[src/rtl/i2cr_pkg.sv]
package i2cr_pkg;

    typedef enum logic [2:0] {
        ST_IDLE,
        ST_RX,
        ST_ACK,
        ST_TX,
        ST_RACK
    } st_e;

    typedef enum logic [1:0] {
        PH_ADDR,
        PH_IDX,
        PH_DATA
    } ph_e;

    // Offset advance that never touches the page nibble
    function automatic logic [7:0] nib_inc(input logic [7:0] idx);
        return {idx[7:4], idx[3:0] + 4'd1};
    endfunction

    // Index held by a register slot: page 0 first, then page 1
    function automatic logic [7:0] slot_index(input int s, input int p0);
        return (s < p0) ? 8'(s) : 8'(16 + s - p0);
    endfunction

    function automatic logic is_impl(input logic [7:0] idx, input int p0, input int p1);
        return ((idx[7:4] == 4'h0) && (32'(idx[3:0]) < p0)) ||
               ((idx[7:4] == 4'h1) && (32'(idx[3:0]) < p1));
    endfunction

endpackage

[src/rtl/i2cr_sync.sv]
module i2cr_sync #(
    parameter int STAGES = 2
) (
    input  logic clk,
    input  logic rst_n,
    input  logic scl_i,
    input  logic sda_i,
    output logic scl_s,
    output logic sda_s,
    output logic scl_rise,
    output logic scl_fall,
    output logic start_ev,
    output logic stop_ev
);
    typedef struct packed {
        logic [STAGES-1:0] scl;
        logic [STAGES-1:0] sda;
        logic              scl_p;
        logic              sda_p;
    } sy_t;

    sy_t q, d;

    always_comb begin
        d       = q;
        d.scl   = {q.scl[STAGES-2:0], scl_i};
        d.sda   = {q.sda[STAGES-2:0], sda_i};
        d.scl_p = q.scl[STAGES-1];
        d.sda_p = q.sda[STAGES-1];
    end

    always_ff @(posedge clk or negedge rst_n) begin
        if (!rst_n) q <= '1;
        else        q <= d;
    end

    assign scl_s    = q.scl[STAGES-1];
    assign sda_s    = q.sda[STAGES-1];
    assign scl_rise = scl_s & ~q.scl_p;
    assign scl_fall = ~scl_s & q.scl_p;
    assign start_ev = scl_s & q.scl_p & q.sda_p & ~sda_s;
    assign stop_ev  = scl_s & q.scl_p & ~q.sda_p & sda_s;

    AST_EVENTS_EXCLUSIVE: assert property (@(posedge clk) disable iff (!rst_n)
        !(start_ev && stop_ev) && !(scl_rise && scl_fall));

endmodule

[src/rtl/i2cr_regbank.sv]
module i2cr_regbank
    import i2cr_pkg::*;
#(
    parameter int          P0_REGS = 9,
    parameter int          P1_REGS = 3,
    parameter logic [7:0]  RST_XOR = 8'h5A,
    localparam int         NREGS   = P0_REGS + P1_REGS
) (
    input  logic               clk,
    input  logic               rst_n,
    input  logic               wr_en,
    input  logic [7:0]         wr_idx,
    input  logic [7:0]         wr_data,
    input  logic [7:0]         rd_idx,
    output logic [7:0]         rd_data,
    output logic [NREGS*8-1:0] regs_o
);
    logic [7:0]       regs_q [NREGS];
    logic [7:0]       regs_d [NREGS];
    logic [NREGS-1:0] wsel;

    for (genvar s = 0; s < NREGS; s++) begin : g_slot
        localparam logic [7:0] SIDX = slot_index(s, P0_REGS);
        assign wsel[s]            = wr_en && (wr_idx == SIDX);
        assign regs_d[s]          = wsel[s] ? wr_data : regs_q[s];
        assign regs_o[s*8 +: 8]   = regs_q[s];

        always_ff @(posedge clk or negedge rst_n) begin
            if (!rst_n) regs_q[s] <= SIDX ^ RST_XOR;
            else        regs_q[s] <= regs_d[s];
        end
    end

    always_comb begin
        rd_data = 8'h00;
        for (int s = 0; s < NREGS; s++) begin
            if (rd_idx == slot_index(s, P0_REGS)) rd_data = regs_q[s];
        end
    end

    AST_WR_ONE_SLOT: assert property (@(posedge clk) disable iff (!rst_n)
        wr_en |-> $onehot(wsel));
    AST_NO_STRAY_WRITE: assert property (@(posedge clk) disable iff (!rst_n)
        !wr_en |-> (wsel == '0));

endmodule

[src/rtl/i2cr_ctrl.sv]
module i2cr_ctrl
    import i2cr_pkg::*;
#(
    parameter int         P0_REGS = 9,
    parameter int         P1_REGS = 3,
    parameter logic [5:0] ADDR_HI = 6'b010011
) (
    input  logic       clk,
    input  logic       rst_n,
    input  logic       scl_s,
    input  logic       sda_s,
    input  logic       scl_rise,
    input  logic       scl_fall,
    input  logic       start_ev,
    input  logic       stop_ev,
    input  logic       addr_sel,
    input  logic [7:0] rd_data,
    output logic [7:0] rd_idx,
    output logic       sda_oe,
    output logic       wr_stb,
    output logic [7:0] wr_idx,
    output logic [7:0] wr_data
);
    typedef struct packed {
        st_e        st;
        ph_e        ph;
        logic [2:0] cnt;
        logic       done;
        logic [7:0] sh;
        logic       rw;
        logic [7:0] idx;
        logic       oe;
        logic       macked;
        logic       stb;
        logic [7:0] widx;
        logic [7:0] wdat;
    } ctl_t;

    ctl_t q, d;
    logic idx_ld;

    always_comb begin
        d      = q;
        d.stb  = 1'b0;
        idx_ld = 1'b0;
        if (start_ev) begin
            d.st   = ST_RX;
            d.ph   = PH_ADDR;
            d.cnt  = '0;
            d.done = 1'b0;
            d.oe   = 1'b0;
        end else if (stop_ev) begin
            d.st   = ST_IDLE;
            d.done = 1'b0;
            d.oe   = 1'b0;
        end else begin
            case (q.st)
                ST_RX: begin
                    if (scl_rise && !q.done) begin
                        d.sh  = {q.sh[6:0], sda_s};
                        d.cnt = q.cnt + 3'd1;
                        if (q.cnt == 3'd7) d.done = 1'b1;
                    end else if (scl_fall && q.done) begin
                        d.done = 1'b0;
                        d.cnt  = '0;
                        case (q.ph)
                            PH_ADDR: begin
                                if (q.sh[7:1] == {ADDR_HI, addr_sel}) begin
                                    d.rw = q.sh[0];
                                    d.oe = 1'b1;
                                    d.st = ST_ACK;
                                end else begin
                                    d.st = ST_IDLE;
                                end
                            end
                            PH_IDX: begin
                                d.idx  = q.sh;
                                idx_ld = 1'b1;
                                d.oe   = 1'b1;
                                d.st   = ST_ACK;
                            end
                            default: begin
                                d.stb  = is_impl(q.idx, P0_REGS, P1_REGS);
                                d.widx = q.idx;
                                d.wdat = q.sh;
                                d.idx  = nib_inc(q.idx);
                                d.oe   = 1'b1;
                                d.st   = ST_ACK;
                            end
                        endcase
                    end
                end
                ST_ACK: begin
                    if (scl_fall) begin
                        d.oe  = 1'b0;
                        d.cnt = '0;
                        if (q.ph == PH_ADDR && q.rw) begin
                            d.st  = ST_TX;
                            d.sh  = rd_data;
                            d.oe  = ~rd_data[7];
                            d.idx = nib_inc(q.idx);
                        end else begin
                            d.st = ST_RX;
                            d.ph = (q.ph == PH_ADDR) ? PH_IDX : PH_DATA;
                        end
                    end
                end
                ST_TX: begin
                    if (scl_fall) begin
                        if (q.cnt == 3'd7) begin
                            d.oe     = 1'b0;
                            d.macked = 1'b0;
                            d.st     = ST_RACK;
                        end else begin
                            d.cnt = q.cnt + 3'd1;
                            d.sh  = {q.sh[6:0], 1'b0};
                            d.oe  = ~q.sh[6];
                        end
                    end
                end
                ST_RACK: begin
                    if (scl_rise) begin
                        d.macked = ~sda_s;
                    end else if (scl_fall) begin
                        if (q.macked) begin
                            d.st  = ST_TX;
                            d.cnt = '0;
                            d.sh  = rd_data;
                            d.oe  = ~rd_data[7];
                            d.idx = nib_inc(q.idx);
                        end else begin
                            d.st = ST_IDLE;
                        end
                    end
                end
                default: ;
            endcase
        end
    end

    always_ff @(posedge clk or negedge rst_n) begin
        if (!rst_n) begin
            q        <= '0;
            q.st     <= ST_IDLE;
            q.ph     <= PH_ADDR;
        end else begin
            q <= d;
        end
    end

    assign rd_idx  = q.idx;
    assign sda_oe  = q.oe;
    assign wr_stb  = q.stb;
    assign wr_idx  = q.widx;
    assign wr_data = q.wdat;

    AST_DRIVE_SCL_LOW: assert property (@(posedge clk) disable iff (!rst_n)
        $rose(sda_oe) |-> !scl_s);
    AST_IDLE_RELEASED: assert property (@(posedge clk) disable iff (!rst_n)
        (q.st == ST_IDLE) |-> !sda_oe);
    AST_STB_ONE_CYCLE: assert property (@(posedge clk) disable iff (!rst_n)
        wr_stb |=> !wr_stb);
    AST_PAGE_FIXED: assert property (@(posedge clk) disable iff (!rst_n)
        !idx_ld |=> $stable(q.idx[7:4]));
    AST_STOP_TO_IDLE: assert property (@(posedge clk) disable iff (!rst_n)
        (stop_ev && !start_ev) |=> (q.st == ST_IDLE && !sda_oe));

endmodule

[src/rtl/i2cr_target.sv]
module i2cr_target
    import i2cr_pkg::*;
#(
    parameter int         P0_REGS = 9,
    parameter int         P1_REGS = 3,
    parameter logic [7:0] RST_XOR = 8'h5A,
    localparam int        NREGS   = P0_REGS + P1_REGS
) (
    input  logic               clk,
    input  logic               rst_n,
    input  logic               scl_i,
    input  logic               sda_i,
    input  logic               addr_sel_i,
    output logic               sda_oe_o,
    output logic               wr_stb_o,
    output logic [7:0]         wr_idx_o,
    output logic [7:0]         wr_data_o,
    output logic [NREGS*8-1:0] regs_o
);
    logic scl_s, sda_s, scl_rise, scl_fall, start_ev, stop_ev;
    logic [7:0] rd_idx, rd_data;

    i2cr_sync #(.STAGES(2)) u_sync (
        .clk      (clk),
        .rst_n    (rst_n),
        .scl_i    (scl_i),
        .sda_i    (sda_i),
        .scl_s    (scl_s),
        .sda_s    (sda_s),
        .scl_rise (scl_rise),
        .scl_fall (scl_fall),
        .start_ev (start_ev),
        .stop_ev  (stop_ev)
    );

    i2cr_ctrl #(
        .P0_REGS (P0_REGS),
        .P1_REGS (P1_REGS)
    ) u_ctrl (
        .clk      (clk),
        .rst_n    (rst_n),
        .scl_s    (scl_s),
        .sda_s    (sda_s),
        .scl_rise (scl_rise),
        .scl_fall (scl_fall),
        .start_ev (start_ev),
        .stop_ev  (stop_ev),
        .addr_sel (addr_sel_i),
        .rd_data  (rd_data),
        .rd_idx   (rd_idx),
        .sda_oe   (sda_oe_o),
        .wr_stb   (wr_stb_o),
        .wr_idx   (wr_idx_o),
        .wr_data  (wr_data_o)
    );

    i2cr_regbank #(
        .P0_REGS (P0_REGS),
        .P1_REGS (P1_REGS),
        .RST_XOR (RST_XOR)
    ) u_regs (
        .clk     (clk),
        .rst_n   (rst_n),
        .wr_en   (wr_stb_o),
        .wr_idx  (wr_idx_o),
        .wr_data (wr_data_o),
        .rd_idx  (rd_idx),
        .rd_data (rd_data),
        .regs_o  (regs_o)
    );

endmodule

[config.mk]
export PLATFORM = sky130hd
export DESIGN_NAME = i2cr_target
export DESIGN_NICKNAME = d
export VERILOG_FILES = /design/src/rtl/i2cr_pkg.sv /design/src/rtl/i2cr_sync.sv /design/src/rtl/i2cr_regbank.sv /design/src/rtl/i2cr_ctrl.sv /design/src/rtl/i2cr_target.sv
export SDC_FILE = /design/constraint.sdc
export NUM_CORES = 1
export LEC_CHECK = 0
export ABC_CLOCK_PERIOD_IN_PS = 5900
export CELL_PAD_IN_SITES_DETAIL_PLACEMENT = 0
export CELL_PAD_IN_SITES_GLOBAL_PLACEMENT = 1
export CORE_MARGIN = 2
export CORE_UTILIZATION = 54
export DETAILED_ROUTE_END_ITERATION = 10
export DONT_BUFFER_PORTS = 1
export GPL_ROUTABILITY_DRIVEN = 0
export PLACE_DENSITY = 0.92
export SYNTH_ARGS = -nofsm -noshare
export SYNTH_HDL_FRONTEND = slang
export SYNTH_SLANG_ARGS = --single-unit
[constraint.sdc]
create_clock -name clk -period 5.9 [get_ports clk]
set_clock_uncertainty 0.1 [all_clocks]
set_input_delay 0.295 -clock clk [delete_from_list [all_inputs] [get_ports clk]]
set_output_delay 0.295 -clock clk [all_outputs]
set_load 0.005 [all_outputs]
# ---- Word level (Yosys, flattened, before mapping)
# Index checks and enable logic that the tools add are counted.
dict set report word_totals {
  wordCells 234
  reg_bits 147
  out_inout_bits 114
  inputBits 5
}
dict set report op_classes {
  n_addsub 2
  mux 75
  magnitude_cmp 2
  bitwise 20
  eq_ne 62
  n_reduce_logical 44
}
# op n
set ops {}
lappend ops {{$mux 8} 21}
lappend ops {{$mux 17} 6}
lappend ops {{$eq 8x3->1 const B} 8}
lappend ops {{$mux 9} 6}
lappend ops {{$eq 8x5->1 const B} 6}
lappend ops {{$mux 3} 13}
lappend ops {{$eq 8x2->1 const B} 4}
lappend ops {{$pmux 8 s4} 1}
lappend ops {{$reduce_and 9->1} 3}
lappend ops {{$ne 4x3->1 const B} 6}
lappend ops {{$pmux 3 s4} 2}
lappend ops {{$pmux 8 s3} 1}
lappend ops {{$reduce_and 11->1} 2}
lappend ops {{$ne 2x1->1 const B} 9}
lappend ops {{$logic_and 1x1->1} 17}
lappend ops {{$eq 8x1->1 const B} 2}
lappend ops {{$eq 8x4->1 const B} 2}
lappend ops {{$logic_not 8->1} 2}
lappend ops {{$pmux 8 s2} 1}
lappend ops {{$mux 5} 3}
lappend ops {{$mux 2} 7}
lappend ops {{$not 1->1} 13}
lappend ops {{$ne 2x2->1 const B} 6}
lappend ops {{$ne 3x2->1 const B} 4}
lappend ops {{34 further kinds} 60}

# ---- Depth between registers and ports, before layout
# Gate-level depths: netlist of the first run.
dict set report depth {
  ltp_word 20
  ltp_mapped 11
  depth_no_buf 8
}

# ---- Modules after synthesis
# Synthesis of the first run repeated with hierarchy kept, for this count alone.
dict set report unflattened {
  cells_unflattened 651
  hier_area_um2 7821.3
}
# module cells_per_inst n_inst area_each_um2 seq_area_each_um2
set by_module_without_submodules {}
lappend by_module_without_submodules {i2cr_regbank 385 1 4823.4 2462.4}
lappend by_module_without_submodules {i2cr_ctrl 256 1 2807.7 1126.1}
lappend by_module_without_submodules {i2cr_sync 10 1 190.2 157.7}

# ---- Worst setup path before layout of the first run
# Ideal clock, no wire load.
dict set report synth_timing {
  path_kind {flip-flop to flip-flop}
  startpoint {register u_ctrl.q (netlist bit u_ctrl.wr_idx[5])}
  endpoint {register u_regs.regs_q (netlist bit u_regs.regs_o[0])}
  setup_time_ns 0.125
  n_path_buf 1
  setup_slack_ns 3.530
  period_less_slack_ns 2.370
  stages_incl_launch_ff 7
  t_required_ns 5.675
  arrival_time_ns 2.145
  path_cell_list {dfrtp_1 or4b_1 or3_4 nand2b_4 or3_1 buf_6 mux2_4}
}
dict set report synth_via {
  elab_chain_len 2
}
# element line_no
set synth_rtl {}
lappend synth_rtl {{start: declaration} i2cr_ctrl.sv:39} ;# ctl_t q, d;
lappend synth_rtl {{$logic_not 8->1} i2cr_regbank.sv:24} ;# assign wsel[s] = wr_en && (wr_idx == SIDX);
lappend synth_rtl {{$logic_and 1x1->1} i2cr_regbank.sv:24}
lappend synth_rtl {{end signal: indexed assignment} i2cr_regbank.sv:29} ;# if (!rst_n) regs_q[s] <= SIDX ^ RST_XOR;
lappend synth_rtl {{end signal: indexed assignment} i2cr_regbank.sv:30} ;# else regs_q[s] <= regs_d[s];
lappend synth_rtl {{end: declaration} i2cr_regbank.sv:18} ;# logic [7:0] regs_q [NREGS];
# Every way passes these cells.
# A chain may end at the register's enable or synchronous reset.

# ---- Final worst setup path of the first run
dict set report layout_timing {
  startpoint {register u_ctrl.q (netlist bit u_ctrl.rd_idx[7])}
  endpoint {register u_ctrl.q[28] (netlist bit)}
}
dict set report layout_via {
  elab_chain_len 17
  elab_cells_between_ends 30
  cone_classes {eq/ne (11); mux (18); reduce/logical (1)}
}
# element line_no
set layout_rtl {}
lappend layout_rtl {{$logic_not 8->1} i2cr_regbank.sv:37} ;# if (rd_idx == slot_index(s, P0_REGS)) rd_data = regs_q[s];
lappend layout_rtl {{$mux 8 (11 in a row)} i2cr_regbank.sv:37}
lappend layout_rtl {{$mux 8 *} i2cr_regbank.sv:37}
lappend layout_rtl {{$mux 8} i2cr_ctrl.sv:125} ;# if (q.macked) begin
lappend layout_rtl {{$mux 8} i2cr_ctrl.sv:124} ;# end else if (scl_fall) begin
lappend layout_rtl {{$mux 8} i2cr_ctrl.sv:122} ;# if (scl_rise) begin
lappend layout_rtl {{$pmux 8 s4 *} i2cr_ctrl.sv:57} ;# case (q.st)
# Mark *: on every way between the ends. The rest lies on a longest branch, timed or not. The select of a mux whose other input is x is not followed.

==> results of run 1 <==
worst max-delay path, stage by stage, from the launching register on:
cell and delay (ps):
dfrtp_1 400, nor4_1 780, nand3_1 560, nor2_1 490
a22oi_1 160, a221o_1 300, a31oi_1 150
synth_stat cells, drive strengths merged (11+ instances only):
cell / number
nand2b: 11
a21oi: 52
nand3: 15
dfstp: 54
nand2: 62
o21ai: 44
a22oi: 13
nor2: 48
clkbuf: 35
inv: 19
buf: 24
dfrtp: 93
mux2: 106
what timing repair did:
item | 4_1_cts | 5_1_grt
buffers inserted | 0 | 0
hold buffers | 4 | 0
endpoints found under the hold margin | 149 | 0
setup endpoints to repair | 0 | 0
gates resized for setup | 0 | 0
report_power, final:
group,switching (mW),internal [mW]
registers,0.139,1.08
logic,0.673,0.376
clock network,0.409,0.672
total,1.22,2.13
layer usage:
metal / GRT usage [%] / part of all wire, %
met3: 9.83 / 10
met4: 8.69 / 2.0
met2: 44.5 / 48
met1: 37.5 / 40
met5: 0 / 0
registers in the layout (all words and copies together) (netlist names):
register        flops
u_regs.regs_o      96
u_ctrl.q           19
u_ctrl.rd_idx       8
u_ctrl.wr_data      8
u_ctrl.wr_idx       8
u_sync.d            2
u_sync.q            2
u_ctrl.sda_oe       1
u_ctrl.wr_stb       1
u_sync.scl_s        1
u_sync.sda_s        1
final cells by class:
type | count | area (µm²)
flip-flops and latches | 147 | 3750
inverters | 20 | 75.1
repair buffers | 8 | 87.6
clock buffers | 21 | 450
clock inverters | 10 | 134
well taps | 180 | 225
multi-input cells | 481 | 3410
fillers | 1096 | 5590
cells by family after synthesis:
kind of cell | after synthesis
fa+ha+maj | 7
xor+xnor | 2
mux | 107
simple gates | 177
flops | 147
buf+inv | 79
compound gates | 188
through the flow:
step / utilization [%] / cells
floorplan: - / 707
global placement: 54.6 / 832
finish: 59.3 / 867
CTS: 59.3 / 867
global route: 59.3 / 867
detailed placement: 54.6 / 832
worst paths after layout:
check | slack, ps | to | cells after the start
worst max-delay path | 2880 | u_ctrl.q[28] | 6
worst min-delay path | 260 | u_sync.sda_s | 0
worst min register to register | 260 | u_sync.sda_s | 0
worst max register to register | 2880 | u_ctrl.q[28] | 6
max in group asynchronous | 4670 | u_ctrl.q[37] | 2
min in group asynchronous | 440 | u_regs.regs_o[29] | 2
==> flow_metrics.tcl, run 1 <==
set metrics [dict create \
    die-area_mm2 0.0149 \
    required_ps 6140 \
    drcViolationCount 0 \
    ys_async_sr_fraction_pct 100 \
    synth_warnings 0 \
    finalMaxSlewViolations 0 \
    post-route-period-util_pct 51.2 \
    rows 43 \
    diodes 0 \
    synthCells 707 \
    synth_top_area_cell "dfrtp_1" \
    die_h_um 122 \
    tns_ps 0 \
    synthMuxAreaShare_pct 16.4 \
    final_common_cell "mux2_2" \
    period_needed_ps 3020 \
    cts_tree "built" \
    vias 5728 \
    max_cap_violations 0 \
    worstSetupPathType "reg -> reg" \
    drtAntennaViolNets 0 \
    gr-total-overflow 0 \
    rsz0062_at_grt "no" \
    grt_pass1_vias 5587 \
    totalPowerFinal_mw 3.35 \
    hold_ws_ps 255 \
    drtIter0Drc 569 \
    synth.top_cell.area_share_pct 30.9 \
    cts.clk_slew.worst_paths_ps 60 \
    syn-num-nets 719 \
    timing.rr.start "u_ctrl.rd_idx[7]" \
    core-area_mm2 0.0137 \
    design_area_mm2 0.00813 \
    finalWirelength_um 20700 \
    antenna_found_initial 0 \
    irDropWorstVdd_uv 217 \
    synth_cell_types 66 \
    syn2layout_area_growth_pct 8.03 \
    slew_headroom_pct 32.9 \
    holdCritStartpoint "u_sync.d[3]" \
    synth_edf_count 0 \
    p_leak_nw 3.48 \
    fin_nets 687 \
    synthXorXnorAreaFrac_pct 0.233 \
    via_per_inst 6.61 \
    setup-violations-final 0 \
    dpl_cell_area_mm2 0.00749 \
    p_per_area_mw_per_mm2 412 \
    synth_seq_area_share_pct 49.8 \
    synth_fa_ha_area_share_pct 1.16 \
    place_ws_ps 2980 \
    avgSynthCellArea_um2 10.6 \
    synth_compound_area_share_pct 16.2 \
    clock_latency_ps 420 \
    grt_max_degree 148 \
    boundaryPins 119 \
    status "finished, final reports clean" \
    grt_pass1_wl_um 31900 \
    drive_gt1_share_pct 29.4 \
    worst_hold_path_type "reg -> reg" \
    synth_top_family_by_area "multiplexers" \
    wl_per_cell_um 23.8 \
    cp-startpoint "u_ctrl.rd_idx[7]" \
    synthFlopType "dfrtp_1" \
    synth_area_leaders "dfrtp_1 (31%), dfstp_2 (19%), mux2_2 (15%)" \
    worst_ep_arrival_time_ps 3260 \
    hold_viol 0 \
    critPathCaptureType "flop" \
    cts_inserted_buffers 17 \
    cp-start-kind "flop" \
    fin_ws_ps 2880 \
    layout_common_cells "mux2_2 (98), dfrtp_1 (93), nand2_1 (62), dfstp_2 (54), a21oi_1 (52)" \
    track_usage_pct 28.5 \
    htree_num_levels 4 \
    clock_path_buffers 2 \
    drtPass1Iterations 6 \
    hpwl_um 14200 \
    syn_area_mm2 0.00753 \
    cts.sinks 147 \
    portBuffers 0 \
    root_buffer "clkbuf_16" \
    chipWidth_um 122 \
    worst_pin_slew_ps 1010 \
    ys_ff_latch 147 \
    floorplan.initialDensity_pct 54.9 \
    max_freq_mhz 331 \
    path_max_fanout 12 \
    synthSimpleGateAreaFrac_pct 11.3 \
]
(Power assumes the default switching activity.)
==> inputs of run 2 (changes only) <==
--- a/config.mk
+++ b/config.mk
@@ -5,15 +5,15 @@
 export SDC_FILE = /design/constraint.sdc
 export NUM_CORES = 1
 export LEC_CHECK = 0
-export ABC_CLOCK_PERIOD_IN_PS = 5900
+export ABC_CLOCK_PERIOD_IN_PS = 2450
 export CELL_PAD_IN_SITES_DETAIL_PLACEMENT = 0
 export CELL_PAD_IN_SITES_GLOBAL_PLACEMENT = 1
 export CORE_MARGIN = 2
-export CORE_UTILIZATION = 54
+export CORE_UTILIZATION = 45
 export DETAILED_ROUTE_END_ITERATION = 10
 export DONT_BUFFER_PORTS = 1
 export GPL_ROUTABILITY_DRIVEN = 0
-export PLACE_DENSITY = 0.92
+export PLACE_DENSITY = 0.83
 export SYNTH_ARGS = -nofsm -noshare
 export SYNTH_HDL_FRONTEND = slang
 export SYNTH_SLANG_ARGS = --single-unit
==> constraint.sdc (replaced) <==
create_clock -name clk -period 2.45 [get_ports clk]
set_clock_uncertainty 0.1 [all_clocks]
set_input_delay 0.1225 -clock clk [delete_from_list [all_inputs] [get_ports clk]]
set_output_delay 0.1225 -clock clk [all_outputs]
set_load 0.005 [all_outputs]
==> flow_metrics.tcl, run 2 (synthesized netlist as in run 1, its figures left out) <==
set metrics [dict create \
    cts.clk_slew.worst_paths_ps 60 \
    htree_num_levels 4 \
    slew_headroom_pct 53.9 \
    worst_hold_path_type "in -> async" \
    required_ps 2670 \
    clock_latency_ps 430 \
    drive_gt1_share_pct 36.2 \
    final_cells 955 \
    floorplan.initialDensity_pct 45.7 \
    place_ws_ps -51.6 \
    worst_pin_slew_ps 691 \
    layout_common_cells "mux2_2 (98), dfrtp_1 (90), nand2_1 (62), dfstp_2 (54), a21oi_1 (52)" \
    irDropWorstVdd_uv 487 \
    die_h_um 133 \
    seqPwrFrac_pct 35.9 \
    drcViolationCount 0 \
    antenna_found_initial 1 \
    setup-violations-final 0 \
    critPathCaptureType "flop" \
    rsz0062_at_grt "no" \
    final_common_cell "mux2_2" \
    fin_util_pct 52.1 \
    hpwl_um 15700 \
    cts.sinks 147 \
    drtIter0Drc 429 \
    reg2regPathDepth 5 \
    largest_reg_flops 96 \
    chipWidth_um 133 \
    dp.cells 921 \
    boundaryPins 119 \
    tns_ps 0 \
    drtPass1Iterations 5 \
    gr-total-overflow 0 \
    max_cap_violations 0 \
    syn2layout_area_growth_pct 14.0 \
    cp-start-kind "flop" \
    swShare_pct 37.5 \
    slowest_stage "or4b_4" \
    root_buffer "clkbuf_16" \
    status "finished, violations left" \
    design_area_mm2 0.00858 \
    post-route-period-util_pct 98.6 \
    comb_power_share_pct 35.7 \
    max_stage_delay_ps 540 \
    timing.rr.start "u_ctrl.wr_idx[5]" \
    grt_max_degree 148 \
    max_freq_mhz 414 \
    cts_tree "built" \
    drtAntennaViolNets 0 \
    worst_ep_arrival_time_ps 2630 \
    fin_ws_ps 35.4 \
    dpl_cell_area_mm2 0.00795 \
    finalWirelength_um 22000 \
    hold_ws_ps -708 \
    diodes 0 \
    cts-hold-fix-buffers 2 \
    grt_pass1_wl_um 34000 \
    violations "negative hold slack" \
    vias 5864 \
    grt_pass1_vias 5806 \
    path_cells "or4b_4, or3_4, nand2b_4, or3_4, mux2_4" \
    cts_inserted_buffers 17 \
    p_sw_mw 3.07 \
    fin_nets 734 \
    finalMaxSlewViolations 0 \
    worstSetupPathType "reg -> reg" \
    via_per_inst 6.14 \
    period_needed_ps 2410 \
    p_per_area_mw_per_mm2 956 \
    rows 47 \
    die-area_mm2 0.0178 \
    crit_top_cell "or3_4" \
    clock_path_buffers 2 \
    power_frac_clock_pct 28.4 \
    portBuffers 0 \
    totalPowerFinal_mw 8.20 \
    p_int_mw 5.13 \
    r2r-end "u_regs.regs_o[0]" \
    r2r_slack_ps 40 \
    wl_per_cell_um 23.0 \
    p_leak_nw 3.71 \
    path_max_fanout 8 \
    core-area_mm2 0.0165 \
    track_usage_pct 25.1 \
    hold_viol 147 \
]
## run 2: cell count changes in the layout (fill, tap and decap cells not counted), sizes merged
cell / delta
bufinv: -3
clkbuf: -3
clkinv: +7
buf: +48
dlygate4sd3: -1
## run 2: critical path: cells and delay by family, from the launching register on
kind,cells,cell delay [ps]
multiplexers,1,330
flip-flops,1,370
AND/OR/NAND/NOR,4,1500
## run 2: final cells by class
type	instances	area (µm²)
fill	1462	7890
sequential	147	3750
multi-input combinational	481	3490
clock inverter	14	90.1
clock buffer	18	429
tap	220	275
inverter	20	75.1
timing repair buffer	55	468
## run 2: metal layers
layer / share of wire, % / global-route usage, %
met4: 2.4 / 9.28
met5: 0.068 / 0
met1: 42 / 33.6
met2: 46 / 38.1
met3: 9.4 / 8.18
## run 2: timing repair
item | CTS | global route
pin swaps | 0 | 0
endpoints found under the setup margin | 28 | 27
buffers inserted | 0 | 1
resized for setup | 6 | 15
endpoints found under the hold margin | 149 | 147
## run 2: worst max path at each step
stage / from / to / slack (ps) / cells past startpoint
6_report: u_ctrl.wr_idx[5] / u_regs.regs_o[0] / 40 / 5
5_1_grt: u_ctrl.wr_idx[5] / u_regs.regs_o[5] / 0.4 / 5
4_1_cts: u_ctrl.wr_idx[5] / u_regs.regs_o[2] / 3 / 6
3_5_place_dp: u_ctrl.wr_idx[5] / u_regs.regs_o[95] / -50 / 5
3_3_place_gp: u_ctrl.wr_idx[5] / u_regs.regs_o[85] / -20 / 5
2_1_floorplan: u_ctrl.wr_idx[5] / u_regs.regs_o[0] / 80 / 6
## run 2: power by group through the flow
stage	clock (mW)	sequential, mW	combinational [mW]
after floorplan	0	2.78	1.90
after global placement	0	2.93	2.70
after detailed placement	0	2.95	2.73
after CTS	2.35	2.91	2.77
after global routing	2.45	2.96	3.16
final	2.33	2.94	2.93
==> inputs of run 3 (changes only) <==
--- a/config.mk
+++ b/config.mk
@@ -14,6 +14,7 @@
 export DONT_BUFFER_PORTS = 1
 export GPL_ROUTABILITY_DRIVEN = 0
 export PLACE_DENSITY = 0.83
+export RECOVER_POWER = 100
 export SYNTH_ARGS = -nofsm -noshare
 export SYNTH_HDL_FRONTEND = slang
 export SYNTH_SLANG_ARGS = --single-unit
==> flow_metrics.tcl, run 3 (synthesized netlist as in run 1, its figures left out) <==
set metrics [dict create \
    drtAntennaViolNets 0 \
    drive_gt1_share_pct 27.3 \
    track_usage_pct 25.1 \
    p_per_area_mw_per_mm2 958 \
    finalWirelength_um 21900 \
    grt_pass1_vias 5806 \
    die_h_um 133 \
    core-area_mm2 0.0165 \
    worst_ep_arrival_time_ps 2620 \
    violations "negative hold slack" \
    portBuffers 0 \
    fin_util_pct 51.6 \
    post-route-period-util_pct 98.0 \
    final_common_cell "mux2_2" \
    hold_viol 147 \
    die-area_mm2 0.0178 \
    critPathCaptureType "flop" \
    worstSetupPathType "reg -> reg" \
    drtIter0Drc 431 \
    gr-total-overflow 0 \
    largest_reg_flops 96 \
    diodes 0 \
    period_needed_ps 2400 \
    design_area_mm2 0.00850 \
    worst_hold_path_type "in -> async" \
    finalMaxSlewViolations 0 \
    dpl_cell_area_mm2 0.00795 \
    via_per_inst 6.13 \
    chipWidth_um 133 \
    boundaryPins 119 \
    wl_per_cell_um 23.0 \
    rsz0062_at_grt "no" \
    irDropWorstVdd_uv 481 \
    root_buffer "clkbuf_16" \
    required_ps 2670 \
    p_leak_nw 3.67 \
    status "finished, violations left" \
    htree_num_levels 4 \
    vias 5857 \
    rows 47 \
    hold_ws_ps -706 \
    clock_path_buffers 2 \
    max_cap_violations 0 \
    cts.sinks 147 \
    path_max_fanout 8 \
    grt_pass1_wl_um 34000 \
    syn2layout_area_growth_pct 12.9 \
    drcViolationCount 0 \
    worst_pin_slew_ps 671 \
    cts_tree "built" \
    grt_max_degree 148 \
    setup-violations-final 0 \
    hpwl_um 15700 \
    layout_common_cells "mux2_2 (98), dfrtp_1 (90), nand2_1 (62), a21oi_1 (52), dfstp_1 (51)" \
    clock_latency_ps 430 \
    max_freq_mhz 416 \
    cts.clk_slew.worst_paths_ps 60 \
    slew_headroom_pct 55.3 \
    drtPass1Iterations 5 \
    floorplan.initialDensity_pct 45.7 \
    fin_nets 734 \
    antenna_found_initial 1 \
    cts_inserted_buffers 17 \
    cp-start-kind "flop" \
    cts-hold-fix-buffers 2 \
]
[run 3: cell count changes in the layout (fill, tap and decap cells not counted), sizes merged]
cell | previous run | this run
buf | 53 | 38
clkbuf | 18 | 33
[run 3: layout make-up]
type / instances / area (µm²)
Clock buffer: 18 / 429
Clock inverter: 14 / 90.1
Tap cell: 220 / 275
Inverter: 20 / 75.1
Multi-Input combinational cell: 481 / 3470
Timing Repair Buffer: 55 / 409
Sequential cell: 147 / 3750
Fill cell: 1477 / 7970
[run 3: metal layers]
| layer | share of wire [%] | vias up | GRT usage, % |
|---|---|---|---|
| met1 | 42 | 2969 | 33.6 |
| met2 | 46 | 268 | 38.1 |
| met5 | 0 | - | 0 |
| met4 | 2.6 | 0 | 9.28 |
| li1 | - | 2574 | - |
| met3 | 9.8 | 46 | 8.18 |
[run 3: metrics by stage]
stage | total power, mW | hold slack, ps | std cells | setup WS, ps | TNS [ps]
2_1_floorplan | 4.68 | -273 | 707 | 79.8 | 0
3_3_place_gp | 5.64 | -267 | 921 | -22.8 | -209
3_5_place_dp | 5.68 | -268 | 921 | -51.6 | -470
4_1_cts | 8.03 | -726 | 955 | 2.55 | 0
5_1_grt | 8.54 | -723 | 955 | 2.23 | 0
6_report | 8.14 | -706 | 955 | 48.5 | 0
[run 3: power by group]
group / switching (mW) / internal, mW / leakage, nW
combinational: 1.68 / 1.22 / 1.58
clock: 1.03 / 1.28 / 0.259
sequential: 0.340 / 2.60 / 1.83
total: 3.05 / 5.10 / 3.67
[run 3: worst max-delay path: stages, from the launching register on]
cell,delay (ps)
dfrtp_1,370
or4b_4,540
or3_4,360
nand2b_4,160
or3_4,430
mux2_4,330
[run 3: path summary, 6_finish.rpt]
path / start / endpoint / slack (ps) / cells after the start
min reg2reg: u_sync.d[3] / u_sync.sda_s / 260 / 0
max in group asynchronous: rst_n / u_sync.q[0] / 2620 / 0
min: rst_n / u_ctrl.q[38] / -710 / 0
min in group clk: scl_i / u_sync.d[5] / 140 / 1
max reg2reg: u_ctrl.wr_idx[5] / u_regs.regs_o[0] / 50 / 5
max: u_ctrl.wr_idx[5] / u_regs.regs_o[0] / 50 / 5
[run 3: timing repair]
action,4_1_cts,5_1_grt
endpoints found under the hold margin,149,147
pin swaps,0,0
endpoints found under the setup margin,28,27
resized for setup,6,15
setup buffers,0,1
